**src/rtl/mdaf_pkg.sv**
```systemverilog
package mdaf_pkg;
   typedef enum logic [1:0] {
      ACT_DROP      = 2'd0,
      ACT_PUSH      = 2'd1,
      ACT_PUSH_ADDR = 2'd2,
      ACT_PUSH_RAW  = 2'd3
   } mdaf_act_e;
endpackage

```
**src/rtl/mdaf_qual.sv**
```systemverilog
module mdaf_qual #(
   parameter int QUAL_W = 3
) (
   input  logic [QUAL_W-1:0] qual,
   output logic              armed
);
   generate
      if (QUAL_W < 1) begin : g_bad_width
         $error("mdaf_qual: QUAL_W must be at least 1");
      end
      if (QUAL_W == 1) begin : g_single
         assign armed = qual[0];
      end else begin : g_multi
         assign armed = &qual;
      end
   endgenerate
endmodule

```
**src/rtl/mdaf_cmp.sv**
```systemverilog
module mdaf_cmp #(
   parameter int DATA_W = 8
) (
   input  logic [DATA_W-1:0] rx_byte,
   input  logic [DATA_W-1:0] station,
   input  logic              is_addr,
   output logic              hit
);
   logic [DATA_W-1:0] bit_eq;

   generate
      for (genvar i = 0; i < DATA_W; i++) begin : g_bit
         assign bit_eq[i] = ~(rx_byte[i] ^ station[i]);
      end
   endgenerate

   assign hit = is_addr & (&bit_eq);
endmodule

```
**src/rtl/mdaf_ctl.sv**
```systemverilog
module mdaf_ctl
   import mdaf_pkg::*;
(
   input  logic      armed,
   input  logic      valid,
   input  logic      is_addr,
   input  logic      hit,
   input  logic      en_q,
   output mdaf_act_e act,
   output logic      en_d
);
   always_comb begin
      act  = ACT_DROP;
      en_d = en_q;
      if (!armed) begin
         en_d = 1'b0;
         if (valid) act = ACT_PUSH_RAW;
      end else if (valid) begin
         if (hit) begin
            act  = ACT_PUSH_ADDR;
            en_d = 1'b1;
         end else if (is_addr) begin
            act  = ACT_DROP;
            en_d = 1'b0;
         end else if (en_q) begin
            act  = ACT_PUSH;
         end
      end
   end
endmodule

```
**src/rtl/mdrop_addr_filter.sv**
```systemverilog
module mdrop_addr_filter
   import mdaf_pkg::*;
#(
   parameter int DATA_W = 8,
   parameter int QUAL_W = 3
) (
   input  logic              clk,
   input  logic              rst_n,
   input  logic [QUAL_W-1:0] cfg_qual,
   input  logic [DATA_W-1:0] slave_addr,
   input  logic              in_valid,
   input  logic [DATA_W-1:0] in_data,
   input  logic              in_flag,
   input  logic              in_perr,
   output logic              push_valid,
   output logic [DATA_W-1:0] push_data,
   output logic              push_status,
   output logic              addr_irq,
   output logic              rx_enabled
);
   localparam logic [DATA_W-1:0] DATA_ZERO = '0;

   generate
      if (DATA_W < 1) begin : g_bad_data
         $error("mdrop_addr_filter: DATA_W must be at least 1");
      end
   endgenerate

   logic      armed;
   logic      hit;
   logic      en_d;
   mdaf_act_e act;

   mdaf_qual #(.QUAL_W(QUAL_W)) u_qual (
      .qual  (cfg_qual),
      .armed (armed)
   );

   mdaf_cmp #(.DATA_W(DATA_W)) u_cmp (
      .rx_byte (in_data),
      .station (slave_addr),
      .is_addr (in_flag),
      .hit     (hit)
   );

   mdaf_ctl u_ctl (
      .armed   (armed),
      .valid   (in_valid),
      .is_addr (in_flag),
      .hit     (hit),
      .en_q    (rx_enabled),
      .act     (act),
      .en_d    (en_d)
   );

   always_ff @(posedge clk or negedge rst_n) begin
      if (!rst_n) begin
         push_valid  <= 1'b0;
         push_data   <= DATA_ZERO;
         push_status <= 1'b0;
         addr_irq    <= 1'b0;
         rx_enabled  <= 1'b0;
      end else begin
         rx_enabled <= en_d;
         push_valid <= (act != ACT_DROP);
         addr_irq   <= (act == ACT_PUSH_ADDR);
         if (act != ACT_DROP) begin
            push_data <= in_data;
         end
         unique case (act)
            ACT_PUSH_RAW:  push_status <= in_perr;
            ACT_PUSH_ADDR: push_status <= 1'b1;
            ACT_PUSH:      push_status <= 1'b0;
            default:       push_status <= 1'b0;
         endcase
      end
   end
endmodule

```
**config.mk**
```make
export PLATFORM = sky130hd
export DESIGN_NAME = mdrop_addr_filter
export DESIGN_NICKNAME = d
export VERILOG_FILES = /design/src/rtl/mdaf_pkg.sv /design/src/rtl/mdaf_qual.sv /design/src/rtl/mdaf_cmp.sv /design/src/rtl/mdaf_ctl.sv /design/src/rtl/mdrop_addr_filter.sv
export SDC_FILE = /design/constraint.sdc
export NUM_CORES = 1
export LEC_CHECK = 0
export BUFFER_PORTS_ARGS = -buffer_cell sky130_fd_sc_hd__buf_2
export CAP_MARGIN = 25
export CORE_AREA = 2 2 41 43
export DETAILED_ROUTE_END_ITERATION = 12
export DIE_AREA = 0 0 43 45
export GPL_TIMING_DRIVEN = 0
export PLACE_DENSITY = 0.76
export RECOVER_POWER = 25
export SETUP_SLACK_MARGIN = 0.3
export SLEW_MARGIN = 25
export SYNTH_ARGS = -nofsm -noshare
export SYNTH_HDL_FRONTEND = slang
export SYNTH_HIERARCHICAL = 1
export SYNTH_SLANG_ARGS = --single-unit
export TNS_END_PERCENT = 100
```
**constraint.sdc**
```tcl
create_clock -name clk -period 1.7 [get_ports clk]
set_input_delay 0.34 -clock clk [delete_from_list [all_inputs] [get_ports clk]]
set_output_delay 0.34 -clock clk [all_outputs]
set_load 0.02 [all_outputs]
```
## Yosys cells after proc, flatten, opt, wreduce, memory -nomap -nowiden

Index checks and enable logic that the tools add are counted.

- Bits in registers: 12
- Output and inout port bits: 12
- Logic and storage cells: 41
- Input bits: 24

- Equality and inequality tests: 4
- Reductions and logical operators: 4
- Muxes and demuxes: 11
- Bitwise operators: 17

Operators by type and width:

| kind | count |
|---|---|
| two-way mux 2 bit | 5 |
| NOT 1 bit | 8 |
| AND reduction 8 bit | 1 |
| XOR 1 bit | 8 |
| two-way mux 1 bit | 5 |
| equality test 2 bit (second input constant) | 2 |
| inequality test 3 bit (second input constant) | 1 |
| AND reduction 3 bit | 1 |
| inequality test 2 bit (second input constant) | 1 |
| one-hot mux 1 bit (2 select lines) | 1 |
| AND reduction 2 bit | 1 |
| nonzero test 2 bit | 1 |
| bitwise AND 1 bit | 1 |

## Depth between registers and ports, before layout

- Depth after elaboration: 9
- Depth in mapped cells: 7
- Gate-level depth less buffers: 7

## Hierarchy

The synthesis kept the hierarchy.

Modules (own cells, without submodules):

| module | cells each | times used | seq. area each (um2) | area each (um2) |
|---|---|---|---|---|
| mdrop_addr_filter | 25 | 1 | 300.3 | 422.9 |
| mdaf_cmp | 12 | 1 | 0.0 | 95.1 |
| mdaf_ctl | 7 | 1 | 0.0 | 46.3 |
| mdaf_qual | 1 | 1 | 0.0 | 6.3 |

## Worst setup path after synthesis

OpenSTA, ideal clock, no wires.

- Path kind: input to register
- Start: input port in_data[4]
- End: register push_data[0]
- Arrival time: 1.591 ns
- Slack: -0.016 ns
- Buffers on the path: 0
- Cell stages on the path: 7
- Required time: 1.575 ns
- Library setup time: 0.125 ns
- Path through: xnor2_1 nand4_1 nor3_2 or3b_1 a21boi_1 nor2_4 mux2_2

- Word-level cells in the longest chain between the ends: 8

RTL lines:

| element | line | source |
|---|---|---|
| from (decl) | mdrop_addr_filter.sv:12 | `input logic [DATA_W-1:0] in_data,` |
| XOR 1 bit | mdaf_cmp.sv:13 | `assign bit_eq[i] = ~(rx_byte[i] ^ station[i]);` |
| NOT 1 bit | mdaf_cmp.sv:13 |  |
| AND reduction 8 bit | mdaf_cmp.sv:17 | `assign hit = is_addr & (&bit_eq);` |
| bitwise AND 1 bit | mdaf_cmp.sv:17 |  |
| named net hit | mdrop_addr_filter.sv:30 | `logic hit;` |
| two-way mux 2 bit | mdaf_ctl.sv:19 | `if (hit) begin` |
| two-way mux 2 bit | mdaf_ctl.sv:18 | `end else if (valid) begin` |
| two-way mux 2 bit | mdaf_ctl.sv:15 | `if (!armed) begin` |
| named net act[0] | mdrop_addr_filter.sv:32 | `mdaf_act_e act;` |
| nonzero test 2 bit | mdrop_addr_filter.sv:67 | `if (act != ACT_DROP) begin` |
| to (signal assigned) | mdrop_addr_filter.sv:68 | `push_data <= in_data;` |
| to (decl) | mdrop_addr_filter.sv:16 | `output logic [DATA_W-1:0] push_data,` |

The timed path passes the listed nets, and every way through them passes these cells.
A chain may end at the register's enable or synchronous reset.

## Worst setup path after layout

Ends and elaborated chain as after synthesis.

==> run summary <==
port bufs - 35
starting density of the core - 0.388
multi-input logic area - 355 um2
Ports - 36
Rows - 14
Area after DPL - 769 um2
register-to-register setup slack - 0.14 ns
TritonRoute pass-1 iters - 2
final hold violation count - 0
vias in the first global route - 457
Worst Max-Slew Pin Slew - 0.628 ns
largest family of logic cells by synthesized area - multiplexers
chip height - 45 um
minimum clock period - 1.71 ns
pre-CTS setup slack - -0.242 ns
# DRC - 0
ant diodes - 0
die area - 1940 um2
R2R Path Start - rx_enabled$_DFF_PN0_
syn_nets - 69
total of warnings raised by yosys - 6
Post-Synth Adder-Cell Area - 0
WS Path Type - input pin to register
vias per std cell - 4.87
top cell type's share of synthesized area - 0.526
first-pass GRT wire length - 1810 um
area grow syn2layout - 67.5%
CP startpoint - in_data[4]
Max Cap Viol - 0
clock slew at reported path FFs - 0.08 ns
# clock sinks - 12
RePlAce Congestion - 0.663
Peak VDD IR - 0.483 mV
Post-Synth Simple-Gate Area - 0.118
H-tree Lvls - 1
Hold Path Class - input pin to register
Relative slew margins - 0.581
part of the Yosys area used for sequential elements - 0.526
RSZ-0062 raised after global routing - true
largest cells by area after synthesis - dfrtp_1 (53%), mux2_2 (16%), xnor2_1 (12%)
Setup violations, final - 3
WL/cell - 12.8 um
Post-Route WL - 1320 um
largest net degree at the start of global routing - 13
Vias - 502
Netlist Area Pre-Place - 571 um2
DRT iter0 DRCs - 1
Placeable Area - 1470 um2
Slew Viols, Final - 0
Synth Register Bits - 12
Clk Latency, worst-skew pair - 0.27 ns
Remaining Overflow, GRT - 0
number of buffers created by CTS - 3
status - finished, violations left
CTS tree - built
syn_area_per_cell - 12.7 um2
worst-case clock skew - 0.000792 ns
CP required - 1.86 ns
clock tree buffer depth - 2
failing checks - setup timing
PD cells - 781 nW/um2
Final Util - 0.650
Post-Layout Inst Area - 956 um2
XOR/XNOR share of the synthesized area - 0.123
CP endpoint kind - register
Leak - 0.477 nW
global routing's busiest layer - met2
layout cell share with drive strength beyond 1 - 0.667
most frequent cells in the layout - buf_2 (28), dfrtp_1 (12), mux2_4 (5), buf_6 (5), xnor2_1 (4)
M3 GR Usage - 0.0400
grt met2 use - 0.215
post-synth cell types - 15
FF+latch area - 300 um2
hold_sp - in_data[6]
Max FO, Critical Path - 5
initial antenna violation count - 0
Routed Antenna Nets - 0
Final nets - 112
cell accounting for the most synthesized area - dfrtp_1
compound-gate portion of the synthesized area - 0.0548
DIE WIDTH - 43 um
most common cell after layout, fill and taps aside - buf_2
CP arrival - 1.86 ns
Fmax - 586 MHz
crit share post-route - 1.00
Post-Syn Instances - 45
GRT met1 Usage - 0.157
Global Route Usage Sum - 0.129
Tot Pwr - 0.747 mW
CTS root buf - clkbuf_4
Worst setup SP type - input pin
setup ws final - -0.00641 ns
Fillers - 118
mux cell area share after synthesis - 0.158
## metal layers
| layer | vias to the layer above | share of wire |
|---|---|---|
| li1 | 241 | - |
| met1 | 237 | 0.39 |
| met2 | 22 | 0.52 |
| met3 | 2 | 0.087 |
| met4 | 0 | 0.0045 |
| met5 | - | 0 |
## registers in the layout (all words and copies together), names as in the netlist
register / cells
push_status: 1
push_data: 8
addr_irq: 1
push_valid: 1
rx_enabled: 1
## report_power, final
part	total (mW)	internal (mW)	leakage (nW)	switching, mW
logic	0.201	0.105	0.313	0.0959
registers	0.319	0.309	0.143	0.00991
clock network	0.227	0.130	0.0210	0.0967
total	0.747	0.544	0.477	0.203
## synthesized netlist by cell type, drive strengths merged
master and count:
or3b 1, nand3 1, a31o 1, nand4 1, a21boi 3, nor3 1
xnor2 8, nor2b 1, nand2 2, and3 2, inv 3, dfrtp 12
nor2 1, mux2 8
## cells by family (layout without fill, tap and decap cells)
family          after synthesis  after routing
flops                        12             12
simple gates                 10             11
xor+xnor                      8              8
mux                           8              8
compound gates                4              4
buf+inv                       3             44
## stage by stage
stage	TNS [ns]	instances	hold WS (ns)
after floorplan	0	45	0.0444
after global placement	-1.65	96	0.229
after detailed placement	-1.88	96	0.229
after CTS	0	101	0.318
after global routing	-0.356	103	0.302
final	-0.0115	103	0.305
## final cells by class
type | instances | share of cell area
Sequential cell | 12 | 0.314
Multi-Input combinational cell | 31 | 0.372
Tap cell | 16 | 0.0209
Inverter | 3 | 0.0118
Clock buffer | 4 | 0.0380
Timing Repair Buffer | 37 | 0.243
## what timing repair did
action | in CTS | in global routing
pin swaps | 0 | 10
endpoints found under the setup margin | 8 | 11
gates cloned | 0 | 1
resized for setup | 0 | 28
buffers inserted | 0 | 1
hold buffers | 1 | 0
endpoints found under the hold margin | 12 | 0
## path summary, 6_finish.rpt
kind                                            end  cells past startpoint
setup / recovery           push_data[0]$_DFFE_PN0P_                      8
hold / removal             push_data[6]$_DFFE_PN0P_                      2
setup reg to reg           push_data[0]$_DFFE_PN0P_                      4
hold reg to reg            push_data[4]$_DFFE_PN0P_                      1
max in group asynchronous  push_data[4]$_DFFE_PN0P_                      2
min in group asynchronous     push_status$_DFF_PN0_                      2
## critical path, cell delays in order
cell and delay, ns:
buf_8 0.10, xnor2_4 0.14, nand4_1 0.14, nor3_2 0.28, or3b_4 0.20, a21boi_4 0.08
nor2_4 0.25, mux2_4 0.33
Power figures use the tool's default switching activity.
